--- config.mk ---
export PLATFORM = sky130hd
export DESIGN_NAME = dtc_sel
export DESIGN_NICKNAME = d
export VERILOG_FILES = /design/src/rtl/dtc_pkg.sv /design/src/rtl/dtc_cfg_regs.sv /design/src/rtl/dtc_sampler.sv /design/src/rtl/dtc_duty_mux.sv /design/src/rtl/dtc_sel.sv
export SDC_FILE = /design/constraint.sdc
export NUM_CORES = 1
export LEC_CHECK = 0
export ABC_AREA = 1
export BUFFER_PORTS_ARGS = -buffer_cell sky130_fd_sc_hd__buf_2
export CORE_MARGIN = 2
export CORE_UTILIZATION = 42
export CTS_BUF_LIST = sky130_fd_sc_hd__clkbuf_8 sky130_fd_sc_hd__clkbuf_16
export DETAILED_ROUTE_END_ITERATION = 7
export MAX_ROUTING_LAYER = met4
export PLACE_DENSITY = 0.84
export SYNTH_ARGS = -nofsm -noshare
export SYNTH_HDL_FRONTEND = slang
export SYNTH_SLANG_ARGS = --single-unit
--- constraint.sdc ---
create_clock -name clk -period 2 [get_ports clk]
set_clock_uncertainty 0.05 [all_clocks]
set_input_delay 0.1 -clock clk [delete_from_list [all_inputs] [get_ports clk]]
set_output_delay 0.1 -clock clk [all_outputs]
set_load 0.05 [all_outputs]
--- src/rtl/dtc_pkg.sv ---
package dtc_pkg;

  typedef enum logic [1:0] {
    MODE_NONE   = 2'b00,
    MODE_MANUAL = 2'b01,
    MODE_DTSAMP = 2'b10,
    MODE_PHSAMP = 2'b11
  } corr_mode_e;

  function automatic logic mode_samples(input corr_mode_e m);
    return m[1];
  endfunction

endpackage

--- src/rtl/dtc_cfg_regs.sv ---
module dtc_cfg_regs
  import dtc_pkg::*;
#(
  parameter int NPAIR = 3
) (
  input  logic             clk,
  input  logic             rst,
  input  logic             cfg_we,
  input  logic [NPAIR-1:0] cfg_pol,
  input  logic [1:0]       cfg_mode,
  input  logic             load_stb,
  input  logic [NPAIR-1:0] shadow,
  output logic [NPAIR-1:0] buf_pol,
  output corr_mode_e       buf_mode,
  output logic [NPAIR-1:0] act_pol,
  output corr_mode_e       act_mode
);

  // software-visible buffer
  always_ff @(posedge clk) begin
    if (rst) begin
      buf_pol  <= '0;
      buf_mode <= MODE_NONE;
    end else if (cfg_we) begin
      buf_pol  <= cfg_pol;
      buf_mode <= corr_mode_e'(cfg_mode);
    end
  end

  // selection promoted on the load strobe only
  logic [NPAIR-1:0] next_pol;

  always_comb begin
    unique case (buf_mode)
      MODE_NONE:   next_pol = '0;
      MODE_MANUAL: next_pol = buf_pol;
      default:     next_pol = shadow;
    endcase
  end

  always_ff @(posedge clk) begin
    if (rst) begin
      act_pol  <= '0;
      act_mode <= MODE_NONE;
    end else if (load_stb) begin
      act_pol  <= next_pol;
      act_mode <= buf_mode;
    end
  end

endmodule

--- src/rtl/dtc_sampler.sv ---
module dtc_sampler
  import dtc_pkg::*;
#(
  parameter int NPAIR = 3
) (
  input  logic             clk,
  input  logic             rst,
  input  corr_mode_e       act_mode,
  input  logic [NPAIR-1:0] cs_in,
  input  logic             mid_mark,
  input  logic             end_mark,
  input  logic             center_aln,
  input  logic [NPAIR-1:0] top_on,
  input  logic [NPAIR-1:0] bot_on,
  output logic [NPAIR-1:0] shadow
);

  logic phase_hit;
  assign phase_hit = center_aln ? mid_mark : end_mark;

  for (genvar k = 0; k < NPAIR; k++) begin : g_pair
    logic cap;
    always_comb begin
      unique case (act_mode)
        MODE_DTSAMP: cap = ~top_on[k] & ~bot_on[k];
        MODE_PHSAMP: cap = phase_hit;
        default:     cap = 1'b0;
      endcase
    end

    always_ff @(posedge clk) begin
      if (rst)      shadow[k] <= 1'b0;
      else if (cap) shadow[k] <= cs_in[k];
    end
  end

endmodule

--- src/rtl/dtc_duty_mux.sv ---
module dtc_duty_mux #(
  parameter int NPAIR = 3,
  parameter int DW    = 16
) (
  input  logic                  clk,
  input  logic                  rst,
  input  logic [2*NPAIR*DW-1:0] val_in,
  input  logic [NPAIR-1:0]      sel,
  output logic [NPAIR*DW-1:0]   duty_out
);

  for (genvar k = 0; k < NPAIR; k++) begin : g_pair
    localparam int EVEN = 2 * k;
    localparam int ODD  = 2 * k + 1;
    always_ff @(posedge clk) begin
      if (rst)
        duty_out[k*DW +: DW] <= '0;
      else
        duty_out[k*DW +: DW] <= sel[k] ? val_in[ODD*DW +: DW]
                                       : val_in[EVEN*DW +: DW];
    end
  end

endmodule

--- src/rtl/dtc_sel.sv ---
module dtc_sel
  import dtc_pkg::*;
#(
  parameter int NPAIR = 3,
  parameter int DW    = 16
) (
  input  logic                  clk,
  input  logic                  rst,
  input  logic [2*NPAIR*DW-1:0] val_in,
  input  logic                  cfg_we,
  input  logic [NPAIR-1:0]      cfg_pol,
  input  logic [1:0]            cfg_mode,
  input  logic [NPAIR-1:0]      cs_in,
  input  logic                  mid_mark,
  input  logic                  end_mark,
  input  logic                  center_aln,
  input  logic                  load_stb,
  input  logic [NPAIR-1:0]      top_on,
  input  logic [NPAIR-1:0]      bot_on,
  output logic [NPAIR*DW-1:0]   duty_out,
  output logic [NPAIR-1:0]      rd_pol,
  output logic [1:0]            rd_mode
);

  logic [NPAIR-1:0] shadow;
  logic [NPAIR-1:0] buf_pol;
  logic [NPAIR-1:0] act_pol;
  corr_mode_e       buf_mode;
  corr_mode_e       act_mode;

  dtc_cfg_regs #(.NPAIR(NPAIR)) u_regs (
    .clk(clk), .rst(rst),
    .cfg_we(cfg_we), .cfg_pol(cfg_pol), .cfg_mode(cfg_mode),
    .load_stb(load_stb), .shadow(shadow),
    .buf_pol(buf_pol), .buf_mode(buf_mode),
    .act_pol(act_pol), .act_mode(act_mode)
  );

  dtc_sampler #(.NPAIR(NPAIR)) u_samp (
    .clk(clk), .rst(rst), .act_mode(act_mode),
    .cs_in(cs_in), .mid_mark(mid_mark), .end_mark(end_mark),
    .center_aln(center_aln), .top_on(top_on), .bot_on(bot_on),
    .shadow(shadow)
  );

  dtc_duty_mux #(.NPAIR(NPAIR), .DW(DW)) u_mux (
    .clk(clk), .rst(rst), .val_in(val_in), .sel(act_pol),
    .duty_out(duty_out)
  );

  assign rd_pol  = buf_pol;
  assign rd_mode = buf_mode;

endmodule

==> run_results.csv, run 1 <==
group,metric,value,unit
run_status,status,"finished clean",
sta,period_minus_slack,1.89,ns
routing,drt-vias-per-instance,4.89,
place,place_area,3060,sq um
place,portBuffers,169,
routing,drc,0,
power,p_sw,1.00,mW
flow_run,maxCapViolCount,0,
logic_synthesis,avgSynthCellArea,7.71,sq um
critical_path,cpMaxStageDelayCell,"dfxtp_1",
sta,fin_crit_sh,94.4,%
sta,final_hold_viol_count,0,
sta,max_slew_margin,65.0,%
sta,rsz0062_at_grt,"no",
clocking,numCtsBuffers,9,
routing,post_drt_wl_per_cell,15.0,microns
critical_path,crit_path_max_incr_delay,0.65,ns
clocking,root_buffer,"clkbuf_8",
layout,multi_input_area,841,sq um
place,pre_cts_slack,0.687,ns
logic_synthesis,syn-num-nets,402,
clocking,path_clk_slew,0.06,ns
routing,ant_nets,0,
place,gp_congestion,0.793,
critical_path,crit_arrival,2.04,ns
logic_synthesis,seq_area_frac_synth,55.6,%
sta,drv_slew,0,
logic_synthesis,synthSimpleGateAreaFrac,22.6,%
layout,final_layout_size_suffix_gt1_share,33.0,%
power,powerDensity,721,nW/um^2
routing,vias,3103,
critical_path,path_class,"register to register",
global_route,grt_pass1_vias,3326,
layout,finalInstanceArea,4260,sq um
critical_path,critPathMostFrequentCell,"nor2_1",
logic_synthesis,synth_fa_ha_area_share,0,%
floorplan,fp.dieW,76.3,microns
layout,fill_cells,306,
critical_path,crit_path_start_kind,"register",
power,pwr-share-seq,43.9,%
sta,setup_viol,0,
sta,hold_slack,0.0153,ns
power,intPower,2.07,mW
floorplan,rows,26,
global_route,grt_antenna_before_repair,0,
critical_path,crit_chain,"inv_2 > nor2_1 > nor2_1 > dlygate4sd3_1",
clocking,cts.sinks,61,
logic_synthesis,synthCells,285,
critical_path,r2r_slack,0.11,ns
sta,worstMarginPinSlew,0.524,ns
power,leakage,2.26,nW
clocking,clk_path_buf_depth,2,
power,max-vdd-ir-drop,516,uV
logic_synthesis,synth_compound_area_share,15.7,%
clocking,cts_setup_buffers,0,
clocking,tritoncts,"built",
layout,regArea,1220,sq um
place,dp_cells,514,
routing,first_pass_iters,4,
critical_path,path_max_fanout,18,
logic_synthesis,synth_xor_area_share,0,%
logic_synthesis,synth_cell_types,12,
global_route,grt_pass1_wl,15700,microns
sta,setup_ws,0.112,ns
sta,fmax,530,MHz
floorplan,die-area,5830,sq um
global_route,grt-ovfl-total,0,
routing,wl,9550,microns
global_route,grtUsageTotal,35.0,%
place,dp_hpwl,4450,microns
logic_synthesis,synth_top_family_by_area,"simple AND/OR/NAND/NOR gates",
worst_hold_path,min_path_type,"primary input to register",
floorplan,initial_core_util,43.3,%
power,combPwrFrac,27.3,%
logic_synthesis,syn_area,2200,sq um
critical_path,worst_ep_required_time,2.16,ns
layout,fin_nets,676,
floorplan,ioPinCount,170,
logic_synthesis,yosysWarningCount,0,
layout,fin_cells,635,
logic_synthesis,ys_ff_latch,61,
layout,syn2layout_area_growth,93.7,%
logic_synthesis,muxShareOfSynthArea,0,%
power,p_clk_share,28.7,%
floorplan,die_h,76.3,microns
power,netSwitchingFraction,32.7,%
routing,drt_iter0_markers,147,
sta,tns,0,ns
clocking,clock_latency,0.33,ns
floorplan,design.core.area,5070,sq um
clocking,cts_max_level,3,
critical_path,worstSetupEndpointType,"register",
global_route,grt_max_degree,62,
[critical path: cells and delay by family (launching register included)]
family | cells | cell delay (ns)
AND/OR/NAND/NOR | 2 | 0.22
flip-flops | 1 | 0.65
buffers and inverters | 2 | 0.85
[placed cells by master (no fill, tap or decap), drive strengths merged]
master       instances
o21ai               58
dfxtp               61
clkbuf               9
nor2               113
diode                1
clkinv               2
dlygate4sd3        104
a21oi               11
buf                171
inv                 18
nand2               11
nand3                6
[layout make-up]
class                   instances  share of cell area, %
diodes                          1                 0.0588
clock buffers                   9                   2.91
repair buffers                275                   44.7
flip-flops and latches         61                   28.7
clock inverters                 7                  0.676
well taps                      70                   2.06
inverters                      13                   1.15
multi-input cells             199                   19.8
[worst paths after layout]
path	end	cells after the start	from
max	u_mux.duty_out[31]	4	u_regs.act_pol[1]
min reg2reg	u_regs.act_pol[2]	2	u_regs.buf_pol[2]
min	u_mux.duty_out[47]	3	val_in[79]
max reg2reg	u_mux.duty_out[31]	4	u_regs.act_pol[1]
[synth_stat cells]
| library cell | count | area share [%] |
|---|---|---|
| a21oi_1 | 11 | 2.5 |
| buf_2 | 6 | 1.4 |
| buf_4 | 3 | 1.0 |
| buf_6 | 3 | 1.5 |
| dfxtp_1 | 61 | 56 |
| inv_1 | 10 | 1.7 |
| inv_2 | 3 | 0.51 |
| nand2_1 | 11 | 1.9 |
| nand3_1 | 6 | 1.4 |
| nor2_1 | 113 | 19 |
| o21ai_0 | 52 | 12 |
| o21ai_1 | 6 | 1.4 |
[registers in the layout (all words and copies together), names as in the netlist]
| signal | count |
|---|---|
| u_mux.duty_out | 48 |
| u_samp.shadow | 3 |
| u_regs.act_mode | 2 |
| u_regs.buf_pol | 3 |
| u_regs.buf_mode | 2 |
| u_regs.act_pol | 3 |
[layer usage]
layer	routed length [microns]	vias to the layer above	track usage (%)
met1	3400	1410	34.6
met5	0	-	-
met2	4950	186	61.9
met4	550	0	23.3
met3	650	49	7.23
li1	-	1458	-
[power groups by stage]
stage	Clock [mW]	Combinational (mW)	Sequential [mW]
after CTS	0.876	0.804	1.34
after global placement	0	0.611	1.36
after global routing	0.955	0.888	1.36
after floorplan	0	0.134	1.64
after detailed placement	0	0.620	1.37
final	0.883	0.839	1.35
[repair_timing]
action,CTS,global route
resized for setup,0,1
hold buffers,104,0
endpoints found under the setup margin,0,12
endpoints found under the hold margin,57,0
[cell families (layout without fill, tap and decap cells)]
group | after synthesis | in the layout
other | 0 | 1
flip-flops | 61 | 61
AO/OA/AOI/OAI | 69 | 69
buffers and inverters | 25 | 304
AND/OR/NAND/NOR | 130 | 130
[metrics by stage]
step / utilization (%) / power (mW)
after global placement: 60.3 / 1.98
after floorplan: - / 1.78
after detailed placement: 60.3 / 1.99
after CTS: 83.8 / 3.02
after global routing: 83.8 / 3.20
final: 83.9 / 3.07
(Power assumes the default switching activity.)
==> inputs of run 2 (changes only) <==
GPL_TIMING_DRIVEN = 0   (was unset)
==> run 2 against run 1 <==
Effect of this change:
- power increased by 14%
- die area unchanged
- clock-buffer cell count increased by 4
- sequential share of layout area decreased by 1.1 points
- wire length increased by 2.6%
==> run_results.csv, run 2 (synthesis gave the netlist of run 1 again) <==
group,metric,value,unit
layout,fill_cells,270,
sta,final_hold_viol_count,0,
global_route,grt_max_degree,11,
layout,fin_nets,686,
critical_path,path_class,"register to register",
floorplan,initial_core_util,43.3,%
power,max-vdd-ir-drop,729,uV
clocking,cts_max_level,3,
routing,drt-vias-per-instance,4.94,
routing,post_drt_wl_per_cell,15.2,microns
routing,drc,0,
sta,tns,0,ns
power,intPower,2.49,mW
worst_hold_path,min_path_type,"primary input to register",
power,p_clk_share,37.2,%
sta,max_slew_margin,77.8,%
sta,setup_viol,0,
place,portBuffers,169,
floorplan,fp.dieW,76.3,microns
sta,drv_slew,0,
critical_path,crit_arrival,1.90,ns
sta,fmax,575,MHz
place,gp_congestion,0.764,
floorplan,rows,26,
power,netSwitchingFraction,29.1,%
layout,top_register,"u_mux.duty_out",
layout,largest_reg_flops,48,
sta,rsz0062_at_grt,"no",
critical_path,critPathMostFrequentCell,"nor2_1",
routing,ant_nets,0,
clocking,numCtsBuffers,9,
critical_path,crit_chain,"inv_2 > buf_6 > nor2_1 > nor2_1 > dlygate4sd3_1",
clocking,root_buffer,"clkbuf_8",
global_route,grt_pass1_wl,15600,microns
sta,fin_crit_sh,87.0,%
routing,drt_iter0_markers,168,
layout,final_common_cell,"buf_2",
clocking,path_clk_slew,0.07,ns
clocking,tritoncts,"built",
power,combPwrFrac,24.5,%
global_route,grtUsageTotal,35.0,%
layout,final_cell_mix,"buf_2 (175), nor2_1 (113), dlygate4sd3_1 (104)",
floorplan,die-area,5830,sq um
routing,vias,3188,
layout,final_layout_size_suffix_gt1_share,34.8,%
critical_path,critical_path_buf_inv_count,3,
layout,syn2layout_area_growth,101,%
power,powerDensity,795,nW/um^2
routing,first_pass_iters,5,
place,dp_hpwl,4610,microns
global_route,grt_antenna_before_repair,1,
clocking,cts.sinks,61,
flow_run,maxCapViolCount,0,
global_route,grt-ovfl-total,0,
critical_path,crit_path_start_kind,"register",
routing,wl,9800,microns
critical_path,worst_ep_required_time,2.16,ns
run_status,status,"finished clean",
clocking,clk_path_buf_depth,2,
global_route,grt_pass1_vias,3352,
power,p_sw,1.02,mW
sta,worstMarginPinSlew,0.333,ns
critical_path,crit_family,"buffers and inverters",
critical_path,crit_path_max_incr_delay,0.57,ns
critical_path,worstSetupEndpointType,"register",
critical_path,cpMaxStageDelayCell,"dlygate4sd3_1",
floorplan,design.core.area,5070,sq um
critical_path,path_max_fanout,10,
floorplan,die_h,76.3,microns
power,leakage,2.33,nW
power,pwr-share-seq,38.3,%
sta,setup_ws,0.260,ns
clocking,clock_latency,0.32,ns
place,pre_cts_slack,0.895,ns
floorplan,ioPinCount,170,
clocking,cts_setup_buffers,0,
sta,period_minus_slack,1.74,ns
==> run 2: cell count changes in the layout (fill, tap and decap cells not counted), sizes merged <==
cell,delta
buf,+10
inv,-5
clkbuf,+4
bufinv,+2
clkinv,-1
==> run 2: per-layer routing <==
metal / vias up / wire length (microns) / global-route usage [%]
met5: - / 0 / -
met4: 0 / 612 / 24.2
met3: 60 / 606 / 7.58
met2: 189 / 5060 / 61.7
met1: 1456 / 3520 / 34.3
li1: 1483 / - / -
==> run 2: repair_timing <==
action                    CTS  global route
resized for setup           0             0
hold endpoints to repair   56             0
hold buffers              104             0
==> run 2: layout make-up <==
| cell class | count | area (sq um) | area share, % |
|---|---|---|---|
| Inverter | 13 | 48.8 | 1.10 |
| Antenna cell | 1 | 2.50 | 0.0566 |
| Multi-Input combinational cell | 199 | 841 | 19.0 |
| Clock inverter | 3 | 65.1 | 1.47 |
| Buffer | 12 | 86.3 | 1.95 |
| Sequential cell | 61 | 1220 | 27.6 |
| Tap cell | 70 | 87.6 | 1.98 |
| Timing Repair Buffer | 273 | 1890 | 42.7 |
| Clock buffer | 13 | 179 | 4.05 |
==> run 2: final timing paths <==
| kind | slack, ns | from | cells after the start | to |
|---|---|---|---|---|
| min | 0.05 | cfg_mode[1] | 3 | u_regs.buf_mode[1] |
| max reg2reg | 0.26 | u_regs.act_pol[2] | 5 | u_mux.duty_out[40] |
| min reg2reg | 0.47 | u_regs.buf_pol[1] | 2 | u_regs.act_pol[1] |
| max | 0.26 | u_regs.act_pol[2] | 5 | u_mux.duty_out[40] |
==> run 2: power groups by stage <==
stage               logic [mW]  clock network (mW)  registers [mW]
floorplan                0.134                   0            1.64
global route             0.907                1.38            1.35
CTS                      0.821                1.31            1.34
detailed placement       0.637                   0            1.36
global placement         0.628                   0            1.36
finish                   0.861                1.31            1.34
==> run 2: worst min-delay path: stages <==
cell,delay (ns)
buf_2,0.08
o21ai_0,0.07
a21oi_1,0.12
==> run 2: metrics by stage <==
| step | power (mW) | hold slack, ns | cells | util (%) | cell area (sq um) |
|---|---|---|---|---|---|
| finish | 3.51 | 0.0467 | 645 | 87.1 | 4420 |
| global route | 3.64 | 0.0485 | 645 | 87.1 | 4420 |
| CTS | 3.46 | 0.0375 | 644 | 87.0 | 4420 |
| detailed placement | 2.00 | 0.275 | 524 | 61.7 | 3130 |
| global placement | 1.99 | 0.269 | 524 | 61.7 | 3130 |
| floorplan | 1.78 | 0.139 | 285 | - | 2200 |
==> inputs of run 3 (changes only) <==
CORE_UTILIZATION = 38   (was 42)
PLACE_DENSITY = 0.76   (was 0.84)
SYNTH_HIERARCHICAL = 1   (was unset)
clock period = 1.5 ns   (was 2 ns; I/O delays follow)
==> run 3 against run 2 <==
Effect of this change:
- first-iteration DRC count shrank 60%
- global-route usage shrank 10 points
- combinational power grew 14%
- die area grew 30%
- worst setup slack lost 0.13 ns
==> run_results.csv, run 3 <==
group,metric,value,unit
logic_synthesis,synth_cell_types,12,
routing,ant_nets,0,
global_route,grtUsageTotal,24.8,%
sta,hold_slack,0.0203,ns
logic_synthesis,syn-num-nets,510,
clocking,clk_path_buf_depth,2,
place,place_area,3570,sq um
critical_path,worstSetupEndpointType,"register",
layout,final_common_cell,"buf_2",
power,leakage,2.68,nW
layout,syn2layout_area_growth,84.3,%
critical_path,path_class,"register to register",
clocking,path_clk_slew,0.07,ns
logic_synthesis,synth-edff-count,0,
clocking,tritoncts,"built",
run_status,status,"finished clean",
sta,setup_ws,0.134,ns
critical_path,crit_arrival,1.52,ns
routing,post_drt_wl_per_cell,12.3,microns
logic_synthesis,avgSynthCellArea,6.67,sq um
logic_synthesis,synth_ff_type,"dfxtp_1",
clocking,cts.sinks,61,
floorplan,initial_core_util,39.0,%
logic_synthesis,yosysTopAreaCell,"dfxtp_1",
clocking,clock_latency,0.31,ns
global_route,grt_pass1_vias,3429,
floorplan,ioPinCount,170,
sta,setup_viol,0,
logic_synthesis,synth_area_leaders,"dfxtp_1 (47%), nand2_1 (18%), nor2_1 (14%), inv_1 (8.3%), buf_6 (5.2%)",
routing,first_pass_iters,4,
place,gp_congestion,0.792,
layout,fin_nets,797,
flow_run,maxCapViolCount,0,
critical_path,crit_path_start_kind,"register",
logic_synthesis,syn_area,2620,sq um
logic_synthesis,yosysMostFrequentCell,"nand2_1",
floorplan,rows,30,
floorplan,design.core.area,6720,sq um
place,dp_hpwl,5100,microns
critical_path,path_max_fanout,10,
sta,worstMarginPinSlew,0.418,ns
layout,finalInstanceArea,4830,sq um
sta,drv_slew,0,
sta,tns,0,ns
critical_path,r2r_slack,0.13,ns
layout,largest_reg_flops,48,
place,portBuffers,169,
routing,drc,0,
floorplan,die_h,87.1,microns
clocking,numCtsBuffers,9,
layout,top_register,"u_mux/duty_out",
global_route,grt_pass1_wl,14400,microns
logic_synthesis,synth_commonest_cells,"nand2_1 (128), nor2_1 (97), dfxtp_1 (61), inv_1 (58), nor2_2 (15)",
logic_synthesis,ys_ff_latch,61,
worst_hold_path,min_path_type,"primary input to register",
clocking,root_buffer,"clkbuf_8",
place,pre_cts_slack,0.483,ns
layout,final_cell_mix,"buf_2 (171), nand2_1 (128), dlygate4sd3_1 (107)",
logic_synthesis,yosys.area.top_type_share,46.6,%
global_route,grt_antenna_before_repair,0,
routing,vias,3343,
floorplan,die-area,7580,sq um
global_route,grt_max_degree,11,
clocking,cts_max_level,3,
logic_synthesis,synthArstFlopShare,0,%
floorplan,fp.dieW,87.1,microns
power,power.total,4.13,mW
sta,fin_crit_sh,91.1,%
sta,max_slew_margin,72.1,%
routing,wl,9390,microns
logic_synthesis,seq_area_frac_synth,46.6,%
sta,rsz0062_at_grt,"no",
logic_synthesis,synthCells,393,
power,powerDensity,855,nW/um^2
power,max-vdd-ir-drop,743,uV
routing,drt_iter0_markers,68,
sta,period_minus_slack,1.37,ns
layout,final_layout_size_suffix_gt1_share,31.8,%
critical_path,worst_ep_required_time,1.65,ns
routing,drt-vias-per-instance,4.37,
layout,num_antenna_cells,0,
logic_synthesis,yosysWarningCount,6,
global_route,grt-ovfl-total,0,
sta,final_hold_viol_count,0,
sta,fmax,732,MHz
-- run 3: cell types whose count changed after synthesis, moves of 3 or more --
cell / before / now
buf_4: 3 / 0
nand2_1: 11 / 128
o21ai_1: 6 / 0
buf_6: 3 / 12
inv_1: 10 / 58
buf_2: 6 / 2
nor2_2: 0 / 15
nor2_1: 113 / 97
o21ai_0: 52 / 0
-- run 3: metrics by stage --
stage	utilization, %	std cells
floorplan	-	393
global placement	53.1	642
detailed placement	53.1	642
CTS	71.9	765
global route	71.9	765
finish	71.9	765
-- run 3: logic make-up after synthesis --
logic type | count (synthesis) | share of synthesized area, %
simple gates | 248 | 37.4
buf+inv | 74 | 14.1
flops | 61 | 46.6
compound gates | 10 | 1.91
-- run 3: report_power, final --
part           total, mW  internal, mW  switching (mW)
logic              0.983         0.428           0.556
registers           1.74          1.71          0.0296
clock network       1.41         0.796           0.619
total               4.13          2.93            1.20
-- run 3: critical path: stages (launching register included) --
cell and delay (ns):
dfxtp_2 0.36, buf_6 0.15, nor2_1 0.11, nor2_1 0.05, dlygate4sd3_1 0.54
-- run 3: timing repair --
| action | 4_1_cts | 5_1_grt |
|---|---|---|
| setup endpoints to repair | 0 | 4 |
| hold buffers | 107 | 0 |
| setup buffers | 0 | 0 |
| resized for setup | 0 | 2 |
| hold endpoints to repair | 56 | 0 |
-- run 3: final cells by class --
cell class                 instances  area (sq um)
clock inverter                     6          53.8
multi-input combinational        258          1030
inverter                          59           221
sequential                        61          1220
fill                             497          1890
tap                               80           100
clock buffer                      10           138
timing repair buffer             276          1920
buffer                            15           149
-- run 3: layer usage --
metal | global-route usage [%] | vias to the layer above | part of all wire (%)
met4 | 10.7 | 0 | 3.0
met2 | 47.5 | 140 | 54
met3 | 5.21 | 24 | 5.7
li1 | - | 1702 | -
met1 | 23.6 | 1477 | 37
met5 | - | - | 0
-- run 3: path summary, 6_finish.rpt --
check	from	endpoint	cells past startpoint
setup / recovery	u_regs/act_pol[1]	u_mux/duty_out[16]	4
hold / removal	val_in[58]	u_mux/duty_out[26]	5
setup reg to reg	u_regs/act_pol[1]	u_mux/duty_out[16]	4
hold reg to reg	u_regs/buf_pol[1]	u_regs/buf_pol[1]	2
